[config.mk]
export PLATFORM = sky130hd
export DESIGN_NAME = banked_regfile
export DESIGN_NICKNAME = d
export VERILOG_FILES = /design/src/rtl/bank_pkg.sv /design/src/rtl/mode_decoder.sv /design/src/rtl/shared_bank.sv /design/src/rtl/mode_bank.sv /design/src/rtl/banked_regfile.sv
export SDC_FILE = /design/constraint.sdc
export NUM_CORES = 2
export LEC_CHECK = 0
export CAP_MARGIN = 30
export CORE_MARGIN = 2
export CORE_UTILIZATION = 62
export CTS_CLUSTER_DIAMETER = 80
export DETAILED_ROUTE_END_ITERATION = 8
export PLACE_DENSITY = 0.81
export SLEW_MARGIN = 25
export SYNTH_ARGS = -nofsm -noshare
export SYNTH_HDL_FRONTEND = slang
export SYNTH_SLANG_ARGS = --single-unit
[constraint.sdc]
create_clock -name clk_i -period 3.2 [get_ports clk_i]
set_input_delay 0.32 -clock clk_i [delete_from_list [all_inputs] [get_ports clk_i]]
set_output_delay 0.32 -clock clk_i [all_outputs]
set_load 0.005 [all_outputs]
[src/rtl/bank_pkg.sv]
package bank_pkg;
  localparam int unsigned NUM_MODES = 7;
  localparam int unsigned MODE_W    = 3;
  localparam int unsigned SP_IDX    = 13;
  localparam int unsigned LR_IDX    = 14;
  localparam int unsigned FIQ_LO    = 8;
  localparam int unsigned FIQ_HI    = 12;
  localparam int unsigned NUM_FIQ   = FIQ_HI - FIQ_LO + 1;

  typedef enum logic [MODE_W-1:0] {
    M_USR = 3'd0,
    M_FIQ = 3'd1,
    M_IRQ = 3'd2,
    M_SVC = 3'd3,
    M_ABT = 3'd4,
    M_UND = 3'd5,
    M_SYS = 3'd6
  } mode_e;

  localparam logic [4:0] CODE_USR = 5'h10;
  localparam logic [4:0] CODE_FIQ = 5'h11;
  localparam logic [4:0] CODE_IRQ = 5'h12;
  localparam logic [4:0] CODE_SVC = 5'h13;
  localparam logic [4:0] CODE_ABT = 5'h17;
  localparam logic [4:0] CODE_UND = 5'h1B;
  localparam logic [4:0] CODE_SYS = 5'h1F;

  // supervisor, both interrupt masks set
  localparam logic [31:0] RESET_SR = 32'h0000_00D3;
endpackage

[src/rtl/mode_decoder.sv]
module mode_decoder
  import bank_pkg::*;
(
  input  logic [4:0] code_i,
  output mode_e      mode_o,
  output logic       valid_o
);
  always_comb begin
    valid_o = 1'b1;
    mode_o  = M_USR;
    case (code_i)
      CODE_USR: mode_o = M_USR;
      CODE_FIQ: mode_o = M_FIQ;
      CODE_IRQ: mode_o = M_IRQ;
      CODE_SVC: mode_o = M_SVC;
      CODE_ABT: mode_o = M_ABT;
      CODE_UND: mode_o = M_UND;
      CODE_SYS: mode_o = M_SYS;
      default:  valid_o = 1'b0;
    endcase
  end
endmodule

[src/rtl/shared_bank.sv]
// Registers common to all modes plus the two copies of the fast-interrupt range.
module shared_bank
  import bank_pkg::*;
#(
  parameter int unsigned DATA_W   = 32,
  parameter int unsigned NUM_REGS = 16,
  localparam int unsigned IDX_W   = $clog2(NUM_REGS)
) (
  input  logic              clk_i,
  input  logic              rst_ni,
  input  logic              in_fiq_i,
  input  logic              wr_en_i,
  input  logic [IDX_W-1:0]  wr_idx_i,
  input  logic [DATA_W-1:0] wr_data_i,
  input  logic [IDX_W-1:0]  rd_a_idx_i,
  input  logic [IDX_W-1:0]  rd_b_idx_i,
  output logic [DATA_W-1:0] rd_a_data_o,
  output logic [DATA_W-1:0] rd_b_data_o
);
  logic [DATA_W-1:0] common_q [NUM_REGS];
  logic [DATA_W-1:0] fiq_q    [NUM_FIQ];

  function automatic logic in_fiq_range(input logic [IDX_W-1:0] idx);
    return (idx >= IDX_W'(FIQ_LO)) && (idx <= IDX_W'(FIQ_HI));
  endfunction

  logic wr_fiq;
  assign wr_fiq = in_fiq_i && in_fiq_range(wr_idx_i);

  always_ff @(posedge clk_i or negedge rst_ni) begin
    if (!rst_ni) begin
      for (int r = 0; r < NUM_REGS; r++) common_q[r] <= '0;
      for (int k = 0; k < NUM_FIQ; k++)  fiq_q[k]    <= '0;
    end else if (wr_en_i) begin
      if (wr_fiq) begin
        for (int k = 0; k < NUM_FIQ; k++)
          if (wr_idx_i == IDX_W'(FIQ_LO + k)) fiq_q[k] <= wr_data_i;
      end else begin
        common_q[wr_idx_i] <= wr_data_i;
      end
    end
  end

  logic [IDX_W-1:0] rd_idx [2];
  logic [DATA_W-1:0] rd_data [2];
  assign rd_idx[0] = rd_a_idx_i;
  assign rd_idx[1] = rd_b_idx_i;

  for (genvar p = 0; p < 2; p++) begin : g_rd
    always_comb begin
      rd_data[p] = common_q[rd_idx[p]];
      if (in_fiq_i) begin
        for (int k = 0; k < NUM_FIQ; k++)
          if (rd_idx[p] == IDX_W'(FIQ_LO + k)) rd_data[p] = fiq_q[k];
      end
    end
  end

  assign rd_a_data_o = rd_data[0];
  assign rd_b_data_o = rd_data[1];
endmodule

[src/rtl/mode_bank.sv]
// Per-mode stack, link and saved-status copies, selected by the mode index.
module mode_bank
  import bank_pkg::*;
#(
  parameter int unsigned DATA_W = 32
) (
  input  logic              clk_i,
  input  logic              rst_ni,
  input  mode_e             mode_i,
  input  logic              sp_we_i,
  input  logic              lr_we_i,
  input  logic              spsr_we_i,
  input  logic [DATA_W-1:0] wr_data_i,
  input  logic [DATA_W-1:0] spsr_data_i,
  output logic [DATA_W-1:0] sp_o,
  output logic [DATA_W-1:0] lr_o,
  output logic [DATA_W-1:0] spsr_o
);
  logic [DATA_W-1:0] sp_q   [NUM_MODES];
  logic [DATA_W-1:0] lr_q   [NUM_MODES];
  logic [DATA_W-1:0] spsr_q [NUM_MODES];

  always_ff @(posedge clk_i or negedge rst_ni) begin
    if (!rst_ni) begin
      for (int m = 0; m < NUM_MODES; m++) begin
        sp_q[m]   <= '0;
        lr_q[m]   <= '0;
        spsr_q[m] <= '0;
      end
    end else begin
      for (int m = 0; m < NUM_MODES; m++) begin
        if (mode_i == mode_e'(m)) begin
          if (sp_we_i)   sp_q[m]   <= wr_data_i;
          if (lr_we_i)   lr_q[m]   <= wr_data_i;
          if (spsr_we_i) spsr_q[m] <= spsr_data_i;
        end
      end
    end
  end

  always_comb begin
    sp_o   = '0;
    lr_o   = '0;
    spsr_o = '0;
    for (int m = 0; m < NUM_MODES; m++) begin
      if (mode_i == mode_e'(m)) begin
        sp_o   = sp_q[m];
        lr_o   = lr_q[m];
        spsr_o = spsr_q[m];
      end
    end
  end
endmodule

[src/rtl/banked_regfile.sv]
module banked_regfile
  import bank_pkg::*;
#(
  parameter int unsigned DATA_W   = 32,
  parameter int unsigned NUM_REGS = 16,
  localparam int unsigned IDX_W   = $clog2(NUM_REGS)
) (
  input  logic              clk_i,
  input  logic              rst_ni,
  input  logic [IDX_W-1:0]  rd_a_idx_i,
  output logic [DATA_W-1:0] rd_a_data_o,
  input  logic [IDX_W-1:0]  rd_b_idx_i,
  output logic [DATA_W-1:0] rd_b_data_o,
  input  logic              wr_en_i,
  input  logic [IDX_W-1:0]  wr_idx_i,
  input  logic [DATA_W-1:0] wr_data_i,
  input  logic              spsr_wr_en_i,
  input  logic [DATA_W-1:0] spsr_data_i,
  input  logic              sr_wr_en_i,
  input  logic [DATA_W-1:0] sr_data_i,
  output logic [DATA_W-1:0] status_o,
  output logic [DATA_W-1:0] saved_sr_o,
  output logic [MODE_W-1:0] mode_idx_o,
  output logic              mode_err_o
);
  logic [DATA_W-1:0] status_q;
  mode_e             mode_q;
  logic              err_q;
  mode_e             new_mode;
  logic              new_valid;

  mode_decoder u_dec (
    .code_i  (sr_data_i[4:0]),
    .mode_o  (new_mode),
    .valid_o (new_valid)
  );

  // decoded mode is registered alongside the status word
  always_ff @(posedge clk_i or negedge rst_ni) begin
    if (!rst_ni) begin
      status_q <= DATA_W'(RESET_SR);
      mode_q   <= M_SVC;
      err_q    <= 1'b0;
    end else begin
      err_q <= sr_wr_en_i && !new_valid;
      if (sr_wr_en_i && new_valid) begin
        status_q <= sr_data_i;
        mode_q   <= new_mode;
      end
    end
  end

  logic wr_sp, wr_lr, wr_shared;
  assign wr_sp     = wr_en_i && (wr_idx_i == IDX_W'(SP_IDX));
  assign wr_lr     = wr_en_i && (wr_idx_i == IDX_W'(LR_IDX));
  assign wr_shared = wr_en_i && !wr_sp && !wr_lr;

  logic [DATA_W-1:0] sh_a, sh_b, sp_cur, lr_cur, spsr_cur;

  shared_bank #(.DATA_W(DATA_W), .NUM_REGS(NUM_REGS)) u_shared (
    .clk_i       (clk_i),
    .rst_ni      (rst_ni),
    .in_fiq_i    (mode_q == M_FIQ),
    .wr_en_i     (wr_shared),
    .wr_idx_i    (wr_idx_i),
    .wr_data_i   (wr_data_i),
    .rd_a_idx_i  (rd_a_idx_i),
    .rd_b_idx_i  (rd_b_idx_i),
    .rd_a_data_o (sh_a),
    .rd_b_data_o (sh_b)
  );

  mode_bank #(.DATA_W(DATA_W)) u_modes (
    .clk_i       (clk_i),
    .rst_ni      (rst_ni),
    .mode_i      (mode_q),
    .sp_we_i     (wr_sp),
    .lr_we_i     (wr_lr),
    .spsr_we_i   (spsr_wr_en_i),
    .wr_data_i   (wr_data_i),
    .spsr_data_i (spsr_data_i),
    .sp_o        (sp_cur),
    .lr_o        (lr_cur),
    .spsr_o      (spsr_cur)
  );

  function automatic logic [DATA_W-1:0] pick(input logic [IDX_W-1:0] idx,
                                             input logic [DATA_W-1:0] shared);
    if (idx == IDX_W'(SP_IDX))      return sp_cur;
    else if (idx == IDX_W'(LR_IDX)) return lr_cur;
    else                            return shared;
  endfunction

  assign rd_a_data_o = pick(rd_a_idx_i, sh_a);
  assign rd_b_data_o = pick(rd_b_idx_i, sh_b);
  assign status_o    = status_q;
  assign saved_sr_o  = spsr_cur;
  assign mode_idx_o  = mode_q;
  assign mode_err_o  = err_q;
endmodule

==> Word-level counts from Yosys, hierarchy flattened <==
Index checks and enable logic that the tools add are counted.
{ "op_classes": {"order_cmp": 6, "eq_ne": 34, "muxes": 48, "n_bitwise": 4, "reduce_logical": 41} }
{ "op_table": {"columns": ["cell", "count"], "rows": [
  ["32-bit 2-to-1 mux", 42],
  ["512-bit bitwise mux", 1],
  ["32-bit binary-select mux with 4-bit select", 2],
  ["32-bit demux with 4-bit select", 1],
  ["4-bit equality test, second input constant", 21],
  ["2-bit AND reduction", 22],
  ["5-bit equality test, second input constant", 7],
  ["3-bit case mux with 6 select lines", 1],
  ["5-bit >= comparator, second input constant", 3],
  ["4-bit inverter with 5-bit output", 3],
  ["3-bit AND reduction", 5],
  ["3-bit equality test, second input constant", 3],
  ["1-bit logical AND", 9],
  ["7-bit OR reduction", 1],
  ["3-bit by 2-bit equality test with 1-bit output, second input constant", 2],
  ["5-bit by 1-bit < comparator with 1-bit output, second input constant", 1],
  ["4-bit >= comparator, second input constant", 1],
  ["4-bit less-or-equal comparator, second input constant", 1],
  ["3-bit by 1-bit equality test with 1-bit output, second input constant", 1],
  ["1-bit zero test", 3],
  ["3-bit zero test", 1],
  ["1-bit 2-to-1 mux", 1],
  ["1-bit inverter", 1]
]} }
{ "totals": {"ff_bits": 1380, "in_bits": 113, "elab_cells": 178} }

==> Depth between registers and ports, before layout <==
{ "depth": {"word_depth": 12, "mapped_depth": 11} }

==> By module <==
A second synthesis with hierarchy kept.
{ "unflattened": {"hier_cells": 5512, "area_unflattened_um2": 72094.1} }
{ "by_module_without_submodules": {"columns": ["module", "n_inst", "cells_each", "area_each_um2"], "rows": [
  ["shared_bank", 1, 2828, 37448.4],
  ["mode_bank", 1, 2375, 31740.4],
  ["banked_regfile", 1, 299, 2850.2],
  ["mode_decoder", 1, 10, 55.1]
]} }

==> Least setup slack after synthesis <==
OpenSTA, ideal clock, no wires.
{ "synth_path": {"kind": "register to output", "from": "register mode_q[1], in the netlist mode_idx_o[1]", "to": "output saved_sr_o[15]", "arrival_ns": 2.190, "path_slack_ns": 0.690, "path_stages_with_launch": 8, "n_path_buf": 5, "path_cell_list": "dfstp_2 -> buf_2 -> buf_2 -> buf_2 -> buf_2 -> buf_2 -> mux4_2 -> mux2_2"} }
{ "synth_via": {"elab_chain_len": 8, "word_cells_on_any_way": 14} }
{ "synth_lines": {"columns": ["element", "line", "text"], "rows": [
  ["start: declaration", "banked_regfile.sv:27", "mode_e mode_q;"],
  ["start signal: assignment", "banked_regfile.sv:48", "mode_q <= new_mode;"],
  ["3-bit zero test", "mode_bank.sv:46", "if (mode_i == mode_e'(m)) begin"],
  ["32-bit 2-to-1 mux (6 in series)", "mode_bank.sv:46", null],
  ["32-bit 2-to-1 mux *", "mode_bank.sv:46", null],
  ["end: declaration", "banked_regfile.sv:22", "output logic [DATA_W-1:0] saved_sr_o,"]
]} }
Every way passes the cells marked *; elsewhere a longest branch is shown, timed or not.

==> Final worst setup path <==
{ "layout_path": {"from": "register mode_q[1], in the netlist mode_idx_o[1]", "to": "output rd_a_data_o[5]"} }
{ "layout_via": {"elab_chain_len": 10, "word_cells_on_any_way": 24} }
{ "layout_lines": {"columns": ["element", "line", "text"], "rows": [
  ["3-bit zero test", "mode_bank.sv:46", null],
  ["32-bit 2-to-1 mux (7 in series)", "mode_bank.sv:46", null],
  ["32-bit 2-to-1 mux", "banked_regfile.sv:90", "else if (idx == IDX_W'(LR_IDX)) return lr_cur;"],
  ["32-bit 2-to-1 mux *", "banked_regfile.sv:89", "if (idx == IDX_W'(SP_IDX)) return sp_cur;"],
  ["end: declaration", "banked_regfile.sv:11", "output logic [DATA_W-1:0] rd_a_data_o,"]
]} }
Marked as above.

==> impl_summary.txt <==
----------------------------------------------------
[STA]
  Period utilisation layout ... 120%
  Final total negative setup slack ... -33,920 ps
  Worst setup skew after layout ... 84.5 ps
  Max-slew violation count ... 0
  Unrepaired setup endpoints after global routing ... true
  Final worst slack ... -640 ps
  Final setup violation count ... 96
  Maximum clock frequency ... 260 MHz
  Worst slew pin tran ... between 900 and 1000 ps
  Final critical-path required period ... between 3000 and 4000 ps
  Relative max-transition margin ... between 30% and 40%
  Fin. Hold Viols ... 0

[Floorplanning]
  CORE AREA ... between 100,000 and 150,000 sq um
  I/O pins ... ~250
  Initial core utilization ... 62.3%
  FP Rows ... 123
  Die outline area ... roughly 120,000 sq um
  Chip Height ... ~340 um
  DIE WIDTH ... 340 um

[Routing]
  Routed length per placed instance ... 33.3 um
  DR iter-0 viols ... 7,914
  Number of vias in the routed layout ... between 50,000 and 60,000
  Iteration count of the initial detailed-routing pass ... 9
  Detail Route Antenna Nets ... 0
  Number of DRC violations after detailed routing ... 1
  DR vias/cell ... ~7.3
  Total Routed Length ... 249 mm

[Worst setup path]
  Standard cell with the maximum stage delay on the critical path ... sky130_fd_sc_hd__dfstp_4
  Worst setup EP type ... output pin
  Setup CP Type ... reg2out
  Worst Path Arrival ... 3520 ps
  Setup crit start kind ... flop
  Maximum fanout count along the critical path ... 5
  Most common cell on crit path ... sky130_fd_sc_hd__buf_6
  Cell-by-cell listing of the critical path ... buf_8 -> buf_4 -> buf_4 -> buf_6 -> buf_6 -> mux2i_2 -> o211ai_1 -> o21ai_4 -> buf_6 -> a221oi_4 -> buf_2
  WP data required ... 2880 ps
  CP max stage delay ... 710 ps

[CTS]
  TritonCTS buffer count ... between 100 and 150
  Number of buffers between clock root and the deepest sink ... 3
  Clock network latency to the later pin of the worst-skew pair ... 840 ps
  CTS H-tree lvls ... 4
  CTS clk-pin slew, worst paths ... 70 ps
  Cell at the root of the clock tree ... sky130_fd_sc_hd__clkbuf_16
  TritonCTS clock tree ... yes
  Total number of clock tree sinks ... roughly 1,400

[GRT]
  Antenna violations before repair ... 21
  First-pass GRT wire length ... between 300 and 400 mm
  GRT Total Usage ... between 40% and 50%
  Maximum number of pins on one net before global-route repair ... 127
  Via count of the first global-routing pass ... 55,791
  Global-route congestion overflow total ... 0

[Yosys]
  Number of distinct standard cells referenced by the synthesized netlist ... 72
  Post-synth EDFFs ... 0
  Synth area leaders ... sky130_fd_sc_hd__dfrtp_1 49%, sky130_fd_sc_hd__mux2_2 22%, sky130_fd_sc_hd__mux4_2 9.0%
  Leading cell type by number of instances after synthesis ... sky130_fd_sc_hd__dfrtp_1
  Share of synthesized registers carrying an async set or reset ... 100%
  Synth Flop Type ... sky130_fd_sc_hd__dfrtp_1
  Post-synthesis cell type with the largest combined area ... sky130_fd_sc_hd__dfrtp_1
  Net count of the mapped netlist ... ~5,400
  Synthesis warning total ... 0
  Mean instance size in the synthesized netlist ... between 10 and 15 sq um
  Sequential fraction of the synthesis area ... about half
  Number of standard cells after synthesis ... ~5,300
  Post-synthesis sequential element count ... 1,380
  Most numerous cell types in the synthesized netlist ... 1,373 x sky130_fd_sc_hd__dfrtp_1, 1,361 x sky130_fd_sc_hd__mux2_2, 314 x sky130_fd_sc_hd__clkbuf_1, 280 x sky130_fd_sc_hd__mux4_2, 264 x sky130_fd_sc_hd__mux2i_1
  Synthesized area ... 69,800 sq um
  Fraction of synthesized cell area taken by the top area cell type ... 49.2%

[Finish]
  Fraction of layout cells with a size suffix above 1 ... between 50% and 60%
  Signed area change from the synthesized netlist to the final layout ... 24.1%
  Final Instance Count excl. Fillers ... approximately 7,500
  Final-stage net count ... around 5,900

[Placed design]
  Number of input and output port buffers inserted ... 244
  Inst Count DP ... between 6,000 and 7,000
  Weighted congestion reported at the end of routability-driven placement ... 1.05
  HPWL after detailed placement ... 141 mm

[Power and ir drop]
  Power density normalized to cell area ... 649 nW/um^2
  Static leakage ... between 30 and 40 nW
  Peak supply drop ... approximately 0.00073 V

[Job]
  Number of maximum-capacitance violations ... 0

[Outcome]
  Status ... finished with violations
  Violated checks ... DRC, setup timing

[Min path]
  Hold WC Path Type ... in2async

----------------------------------------------------
[layout by cell type, fill, tap and decap left out, drive strengths merged, types with 23 or more instances in the layout]
cell and instances:
dfrtp 1373, mux2 1370, buf 811, mux4 284, mux2i 264, clkbuf 219, o21ai 218, nand2 198
a21oi 167, nor2 147, clkdlybuf4s50 138, o22ai 111, nor2b 84, a211oi 57, a22oi 50, clkinv 39
o211ai 36, nand3 30, a221o 28, nor3 25, o221ai 24, a22o 23
[what timing repair did]
action / CTS / global route
hold buffers: 1 / 0
setup buffers: 163 / 57
pin swaps: 153 / 102
endpoints found under the hold margin: 100 / 0
gates cloned: 20 / 1
resized for setup: 864 / 238
endpoints found under the setup margin: 96 / 97
[path summary, 6_finish.rpt]
path / endpoint / cells after the start / slack (ps) / from
worst max-delay path: rd_a_data_o[5] / 11 / -640 / mode_idx_o[1]$_DFFE_PN1P_
worst min-delay path: u_modes.sp_q[214]$_DFFE_PN0P_ / 2 / 130 / rst_ni
worst max register to register: u_shared.fiq_q[89]$_DFFE_PN0P_ / 10 / 250 / mode_idx_o[1]$_DFFE_PN1P_
worst min register to register: u_shared.common_q[61]$_DFFE_PN0P_ / 0 / 380 / u_shared.common_q[61]$_DFFE_PN0P_
max in group asynchronous: u_modes.spsr_q[219]$_DFFE_PN0P_ / 3 / 1900 / rst_ni
min in group clk_i: mode_err_o$_DFF_PN0_ / 2 / 130 / sr_data_i[4]
[layer usage]
metal	vias to the layer above	part of all wire (%)	GRT usage [%]
met5	-	0.071	0
met4	16	7.8	24.7
met3	1355	12	12.2
met2	4493	44	62.2
met1	27666	36	52.8
li1	20896	-	-
[sequential cells by signal (all words and copies together), names as in the netlist]
name	count
u_modes.sp_q	224
mode_err_o	1
u_modes.lr_q	224
status_o	32
u_shared.fiq_q	160
u_shared.common_q	512
mode_idx_o	3
u_modes.spsr_q	224
[worst max-delay path: cells and delay by family (launching register included)]
family          cells  cell delay (ps)
buf+inv             7              950
flops               1              710
mux                 1               90
compound gates      3              920
[through the flow]
step	cell area, sq um	util (%)	hold WS (ps)	setup WS (ps)	power (W)
6_report	86600	77.2	127	-640	0.0563
5_1_grt	86600	77.2	124	-658	0.0578
4_1_cts	85600	76.3	128	-412	0.0543
3_5_place_dp	77200	68.8	314	-647	0.0358
3_3_place_gp	77200	68.8	318	-621	0.0351
2_1_floorplan	69800	-	24.4	690	0.0302
[final cells by class]
| type | instances | area, sq um |
|---|---|---|
| well taps | 1500 | 1880 |
| repair buffers | 969 | 10400 |
| diodes | 15 | 37.5 |
| fillers | 6026 | 25500 |
| flip-flops and latches | 1380 | 34600 |
| clock inverters | 54 | 687 |
| clock buffers | 208 | 4230 |
| multi-input cells | 3328 | 34800 |
| inverters | 8 | 30.0 |
[cell families (layout without fill, tap and decap cells)]
group,count (synthesis),in the layout,synth area share [%]
flops,1380,1380,49.5
mux,1918,1918,35.0
other cells,0,15,0
simple gates,559,559,3.81
buf+inv,585,1239,3.74
compound gates,851,851,7.95
[report_power, final]
group / leakage [nW] / internal, W / switching [W]
sequential: 17.9 / 0.0208 / 0.00260
combinational: 18.1 / 0.00813 / 0.00713
clock: 2.42 / 0.0100 / 0.00759
total: 38.4 / 0.0389 / 0.0173
Power figures use the tool's default switching activity.
